File: src/rtl/owr_rom_pkg.sv
package owr_rom_pkg;

    localparam int FAM_BITS = 8;
    localparam int SER_BITS = 48;
    localparam int CRC_BITS = 8;
    localparam int ID_BITS  = FAM_BITS + SER_BITS + CRC_BITS;
    localparam int CMD_BITS = 8;
    localparam int IDX_W    = $clog2(ID_BITS);

    localparam logic [CMD_BITS-1:0] CMD_READ   = 8'h33;
    localparam logic [CMD_BITS-1:0] CMD_MATCH  = 8'h55;
    localparam logic [CMD_BITS-1:0] CMD_SKIP   = 8'hCC;
    localparam logic [CMD_BITS-1:0] CMD_SEARCH = 8'hF0;

    // x^8 + x^5 + x^4 + 1 in shift-right (reflected) form
    localparam logic [CRC_BITS-1:0] CRC_POLY_REFL = 8'h8C;

    typedef enum logic [2:0] {
        ST_CMD,
        ST_READ,
        ST_MATCH,
        ST_SBIT,
        ST_SCMP,
        ST_SDIR,
        ST_SEL,
        ST_IDLE
    } rom_state_e;

    typedef struct packed {
        logic [CRC_BITS-1:0] crc;
        logic [SER_BITS-1:0] serial;
        logic [FAM_BITS-1:0] family;
    } rom_id_t;

    function automatic logic [CRC_BITS-1:0] crc_step(input logic [CRC_BITS-1:0] c,
                                                     input logic b);
        logic fb;
        fb = c[0] ^ b;
        crc_step = (c >> 1) ^ (fb ? CRC_POLY_REFL : '0);
    endfunction

    function automatic logic [CRC_BITS-1:0] crc_over(input logic [FAM_BITS+SER_BITS-1:0] d);
        logic [CRC_BITS-1:0] c;
        c = '0;
        for (int i = 0; i < FAM_BITS + SER_BITS; i++) begin
            c = crc_step(c, d[i]);
        end
        crc_over = c;
    endfunction

endpackage

File: src/rtl/owr_id_rom.sv
module owr_id_rom
    import owr_rom_pkg::*;
#(
    parameter logic [FAM_BITS-1:0] FAMILY_CODE = 8'h02,
    parameter logic [SER_BITS-1:0] SERIAL_NUM  = 48'h0000_1F2E_3D4C
) (
    input  logic [IDX_W-1:0] idx_i,
    output logic             id_bit_o
);

    localparam rom_id_t ID_REC = '{
        crc:    crc_over({SERIAL_NUM, FAMILY_CODE}),
        serial: SERIAL_NUM,
        family: FAMILY_CODE
    };
    localparam logic [ID_BITS-1:0] ID_VEC = ID_REC;

    assign id_bit_o = ID_VEC[idx_i];

endmodule

File: src/rtl/owr_bit_ctr.sv
module owr_bit_ctr #(
    parameter int LIMIT = 64
) (
    input  logic                     clk,
    input  logic                     rst,
    input  logic                     clr_i,
    input  logic                     inc_i,
    output logic [$clog2(LIMIT)-1:0] idx_o,
    output logic                     last_o
);

    localparam int W = $clog2(LIMIT);

    logic [W-1:0] cnt;

    always_ff @(posedge clk) begin
        if (rst || clr_i) begin
            cnt <= '0;
        end else if (inc_i) begin
            cnt <= cnt + 1'b1;
        end
    end

    assign idx_o  = cnt;
    assign last_o = (cnt == W'(LIMIT - 1));

    AST_CTR_NO_WRAP: assert property (@(posedge clk) disable iff (rst)
        inc_i |-> !last_o);

endmodule

File: src/rtl/owr_cmd_shift.sv
module owr_cmd_shift #(
    parameter int W = 8
) (
    input  logic         clk,
    input  logic         rst,
    input  logic         clr_i,
    input  logic         stb_i,
    input  logic         bit_i,
    output logic         done_o,
    output logic [W-1:0] byte_o
);

    localparam int CW = $clog2(W);

    logic [W-2:0]  sh;
    logic [CW-1:0] n;

    always_ff @(posedge clk) begin
        if (rst || clr_i) begin
            sh <= '0;
            n  <= '0;
        end else if (stb_i) begin
            sh <= {bit_i, sh[W-2:1]};
            n  <= n + 1'b1;
        end
    end

    assign done_o = stb_i && !clr_i && (n == CW'(W - 1));
    assign byte_o = {bit_i, sh};

endmodule

File: src/rtl/owr_rom_layer.sv
module owr_rom_layer
    import owr_rom_pkg::*;
#(
    parameter logic [FAM_BITS-1:0] FAMILY_CODE = 8'h02,
    parameter logic [SER_BITS-1:0] SERIAL_NUM  = 48'h0000_1F2E_3D4C
) (
    input  logic clk,
    input  logic rst,
    input  logic bus_rst_i,
    input  logic rx_stb_i,
    input  logic rx_bit_i,
    input  logic tx_stb_i,
    output logic tx_bit_o,
    output logic selected_o
);

    rom_state_e            state, nxt;
    logic [IDX_W-1:0]      idx;
    logic                  last, id_bit;
    logic                  ctr_inc, ctr_clr;
    logic                  cmd_done, cmd_clr, cmd_stb;
    logic [CMD_BITS-1:0]   cmd_byte;

    owr_id_rom #(
        .FAMILY_CODE (FAMILY_CODE),
        .SERIAL_NUM  (SERIAL_NUM)
    ) u_id (
        .idx_i    (idx),
        .id_bit_o (id_bit)
    );

    assign ctr_clr = bus_rst_i || (state == ST_CMD);

    owr_bit_ctr #(.LIMIT(ID_BITS)) u_ctr (
        .clk    (clk),
        .rst    (rst),
        .clr_i  (ctr_clr),
        .inc_i  (ctr_inc),
        .idx_o  (idx),
        .last_o (last)
    );

    assign cmd_clr = bus_rst_i || (state != ST_CMD);
    assign cmd_stb = rx_stb_i && (state == ST_CMD);

    owr_cmd_shift #(.W(CMD_BITS)) u_cmd (
        .clk    (clk),
        .rst    (rst),
        .clr_i  (cmd_clr),
        .stb_i  (cmd_stb),
        .bit_i  (rx_bit_i),
        .done_o (cmd_done),
        .byte_o (cmd_byte)
    );

    always_comb begin
        nxt     = state;
        ctr_inc = 1'b0;
        unique case (state)
            ST_CMD: begin
                if (cmd_done) begin
                    if (cmd_byte == CMD_READ)        nxt = ST_READ;
                    else if (cmd_byte == CMD_MATCH)  nxt = ST_MATCH;
                    else if (cmd_byte == CMD_SKIP)   nxt = ST_SEL;
                    else if (cmd_byte == CMD_SEARCH) nxt = ST_SBIT;
                    else                             nxt = ST_IDLE;
                end
            end
            ST_READ: begin
                if (tx_stb_i) begin
                    if (last) nxt = ST_SEL;
                    else      ctr_inc = 1'b1;
                end
            end
            ST_MATCH: begin
                if (rx_stb_i) begin
                    if (rx_bit_i != id_bit) nxt = ST_IDLE;
                    else if (last)          nxt = ST_SEL;
                    else                    ctr_inc = 1'b1;
                end
            end
            ST_SBIT: if (tx_stb_i) nxt = ST_SCMP;
            ST_SCMP: if (tx_stb_i) nxt = ST_SDIR;
            ST_SDIR: begin
                if (rx_stb_i) begin
                    if (rx_bit_i != id_bit) begin
                        nxt = ST_IDLE;
                    end else if (last) begin
                        nxt = ST_SEL;
                    end else begin
                        ctr_inc = 1'b1;
                        nxt     = ST_SBIT;
                    end
                end
            end
            default: ;
        endcase
        if (bus_rst_i) nxt = ST_CMD;
    end

    always_ff @(posedge clk) begin
        if (rst) state <= ST_CMD;
        else     state <= nxt;
    end

    always_comb begin
        unique case (state)
            ST_READ, ST_SBIT: tx_bit_o = id_bit;
            ST_SCMP:          tx_bit_o = ~id_bit;
            default:          tx_bit_o = 1'b1;
        endcase
    end

    assign selected_o = (state == ST_SEL);

    AST_RESET_STATE: assert property (@(posedge clk)
        rst |=> (!selected_o && tx_bit_o));

    AST_BUSRST_DESELECT: assert property (@(posedge clk) disable iff (rst)
        bus_rst_i |=> !selected_o);

    AST_SEL_STICKY: assert property (@(posedge clk) disable iff (rst)
        (selected_o && !bus_rst_i) |=> selected_o);

    AST_MATCH_DROP: assert property (@(posedge clk) disable iff (rst)
        (state == ST_MATCH && rx_stb_i && rx_bit_i != id_bit && !bus_rst_i)
            |=> (!selected_o && tx_bit_o));

    AST_IDLE_STAYS: assert property (@(posedge clk) disable iff (rst)
        (state == ST_IDLE && !bus_rst_i) |=> (state == ST_IDLE && tx_bit_o));

    AST_SEL_RELEASED: assert property (@(posedge clk) disable iff (rst)
        selected_o |-> tx_bit_o);

endmodule

File: config.mk
export PLATFORM = sky130hd
export DESIGN_NAME = owr_rom_layer
export DESIGN_NICKNAME = d
export VERILOG_FILES = /design/src/rtl/owr_rom_pkg.sv /design/src/rtl/owr_id_rom.sv /design/src/rtl/owr_bit_ctr.sv /design/src/rtl/owr_cmd_shift.sv /design/src/rtl/owr_rom_layer.sv
export SDC_FILE = /design/constraint.sdc
export NUM_CORES = 1
export LEC_CHECK = 0
export ABC_CLOCK_PERIOD_IN_PS = 2150
export BUFFER_PORTS_ARGS = -buffer_cell sky130_fd_sc_hd__buf_2
export CAP_MARGIN = 20
export CORE_UTILIZATION = 56
export CTS_BUF_LIST = sky130_fd_sc_hd__clkbuf_8
export DETAILED_ROUTE_END_ITERATION = 10
export GPL_TIMING_DRIVEN = 0
export PLACE_DENSITY = 0.75
export SKIP_CTS_REPAIR_TIMING = 1
export SYNTH_ARGS = -nofsm -noshare
export SYNTH_HDL_FRONTEND = slang
export SYNTH_SLANG_ARGS = --single-unit
File: constraint.sdc
create_clock -name clk -period 2.15 [get_ports clk]
set_input_delay 0.1075 -clock clk [delete_from_list [all_inputs] [get_ports clk]]
set_output_delay 0.1075 -clock clk [all_outputs]
set_load 0.02 [all_outputs]
==> impl_metrics.env <==
export IMPL_status="complete, but fails checks"
export IMPL_violations="setup timing"
export IMPL_clk_latency_ns=0.26
export IMPL_syn_area_mm2=0.00130
export IMPL_routedWlPerCell_um=14.5
export IMPL_clock_skew_ns=0.00194
export IMPL_fillCellCount=168
export IMPL_timing_final_crit_share=1.12
export IMPL_post_place_ws_ns=-0.228
export IMPL_drive_gt1_frac=0.295
export IMPL_core_mm2=0.00221
export IMPL_path_clk_slew_ns=0.07
export IMPL_hp_class="in -> reg"
export IMPL_synthCells=148
export IMPL_hold_viol=0
export IMPL_syn_avg_cell_area_um2=8.81
export IMPL_multi_input_area_um2=941
export IMPL_seqCellArea_um2=403
export IMPL_whs_endpoint="state[2]"
export IMPL_synthArstFlopShare=0
export IMPL_tns_ns=-0.249
export IMPL_max_clock_path_buffers=2
export IMPL_grt_first_pass_wirelength_um=4190
export IMPL_final_util=0.729
export IMPL_layout_nets=179
export IMPL_worstHoldPathCells=2
export IMPL_wirelength_um=2810
export IMPL_antenna_found_initial=0
export IMPL_syn_nets=160
export IMPL_slew_violations=0
export IMPL_die_height_um=50.3
export IMPL_slew_headroom=0.549
export IMPL_vias_per_cell=5.96
export IMPL_fmax_mhz=417
export IMPL_cts_root_buf="clkbuf_8"
export IMPL_synth_ff_type="dfxtp_1"
export IMPL_r2r_slack_ns=-0.25
export IMPL_leakagePower_nw=0.679
export IMPL_clock_sinks=20
export IMPL_cts_max_level=1
export IMPL_holdWs_ns=0.0738
export IMPL_pin_count=8
export IMPL_end_kind="flop"
export IMPL_r2r_start="state[1]"
export IMPL_grt_pass1_vias=931
export IMPL_crit_type="reg -> reg"
export IMPL_setup_viol=1
export IMPL_fp_row_count=17
export IMPL_cp_max_fo=8
export IMPL_drc=0
export IMPL_reg2reg_depth=10
export IMPL_syn_to_final_growth_pct=23.7
export IMPL_cts_made_buffers=3
export IMPL_drtAntennaViolNets=0
export IMPL_dieArea_mm2=0.00253
export IMPL_die_w_um=50.3
export IMPL_grt_max_degree=13
export IMPL_max_cap_violations=0
export IMPL_initial_core_util=0.589
export IMPL_yosysWarnings=0
export IMPL_p_total_uw=780
export IMPL_worstMarginPinSlew_ns=0.677
export IMPL_cp_start_kind="flop"
export IMPL_io_buffer_count=7
export IMPL_synth_distinct_cells=46
export IMPL_initialDrtViolationCount=40
export IMPL_grt_remaining_overflow=0
export IMPL_r2r_end="id_bit"
export IMPL_grt_setup_unrepaired="yes"
export IMPL_ys_ff_latch=20
export IMPL_crit_arrival_ns=2.55
export IMPL_vdd_ir_drop_max_v=0.000412
export IMPL_place_hpwl_um=1840
export IMPL_first_pass_iters=4
export IMPL_cts_tree="built"
export IMPL_power_density_mw_per_mm2=484
export IMPL_grt_usage=0.218
export IMPL_final_min_clock_period_ns=2.40
export IMPL_ys_seq_area_frac=0.307
export IMPL_holdCritStartpoint="rst"
export IMPL_diodes=0
export IMPL_synth_edf_count=0
export IMPL_finalWorstSetupSlack_ns=-0.249
export IMPL_vias=1157
export IMPL_required_ns=2.30
export IMPL_gp_congestion=0.931
[cell usage after synthesis, types with 2 or more instances]
master,instances,area (um^2)
o21ai_0,5,25.0
nor4bb_1,5,50.1
a211oi_1,2,15.0
and3b_1,3,26.3
a21o_1,2,15.0
mux2_2,2,22.5
mux2i_1,11,110
ha_1,6,75.1
xnor2_1,3,26.3
nor2_1,18,67.6
nor2b_1,3,18.8
a21oi_1,8,40.0
nor3b_2,2,25.0
nor3b_1,2,15.0
dfxtp_1,20,400
buf_4,2,15.0
nand3_1,3,15.0
nand2b_1,3,18.8
and2_1,5,31.3
inv_1,7,26.3
nand2_1,11,41.3
[report_power, final]
part	switching [mW]	internal [mW]
combinational	0.0197	0.0141
clock	0.124	0.248
sequential	0.00179	0.372
[final cells by class]
type                    count  area share
well taps                  28      0.0217
clock inverters             1      0.0186
repair buffers             14      0.0543
flip-flops and latches     20       0.250
inverters                   7      0.0163
multi-input cells         116       0.583
clock buffers               3      0.0256
plain buffers               5      0.0303
[how the worst max path moves through the flow]
stage / slack (ns) / depth (start not counted) / end / startpoint
final: -0.25 / 10 / id_bit / state[1]
after global routing: -0.34 / 10 / id_bit / state[1]
after CTS: -0.27 / 10 / id_bit / id_bit
after detailed placement: -0.23 / 11 / id_bit / state[1]
after global placement: -0.14 / 10 / id_bit / id_bit
after floorplan: 0.003 / 10 / id_bit / state[1]
[registers in the layout (all words and copies together), names as in the netlist]
signal       cells
u_cmd.n          3
id_bit           1
u_ctr.idx_o      6
u_cmd.sh         7
state            3
[cell usage in the layout, fill, tap and decap left out, types with 2 or more instances in the layout]
master,count
nor2_1,18
dfxtp_1,18
mux2i_1,11
nand2_1,10
a21oi_1,7
inv_1,7
buf_2,7
buf_4,7
o21ai_0,5
nor4bb_1,5
ha_1,5
buf_6,4
nand2b_1,3
and3b_1,3
and2_1,3
nor2b_1,3
clkbuf_8,3
nor3b_4,2
xnor2_2,2
nand3_1,2
nor3b_2,2
a211oi_2,2
dfxtp_2,2
[cell families after synthesis]
group | count (synthesis) | synth area share
and+or+nand+nor | 63 | 0.297
muxes | 13 | 0.102
DFF | 20 | 0.307
AOI/OAI and AO/OA | 31 | 0.170
adders and majority gates | 6 | 0.0576
xor gates and xnor gates | 3 | 0.0202
buffers and inverters | 12 | 0.0470
[critical path, cell delays in order (launching register included)]
cell	delay (ns)
dfxtp_2	0.33
buf_6	0.12
nor3b_4	0.21
o211ai_2	0.16
a21o_4	0.26
mux2_4	0.35
nand2_4	0.11
ha_4	0.14
nor3b_4	0.17
a211oi_2	0.05
o311a_1	0.38
[routing by layer]
layer  wire, um  vias up  global-route usage
li1           -      579                   -
met1       1350      541               0.303
met2       1320       33               0.340
met3        120        4              0.0364
met4         22        0              0.0714
met5          0        -                   0
[through the flow]
step / cell area, um^2 / instances
after floorplan: 1330 / 148
after global placement: 1400 / 183
after detailed placement: 1400 / 183
after CTS: 1470 / 187
after global routing: 1610 / 194
final: 1610 / 194
(Power assumes the default switching activity.)
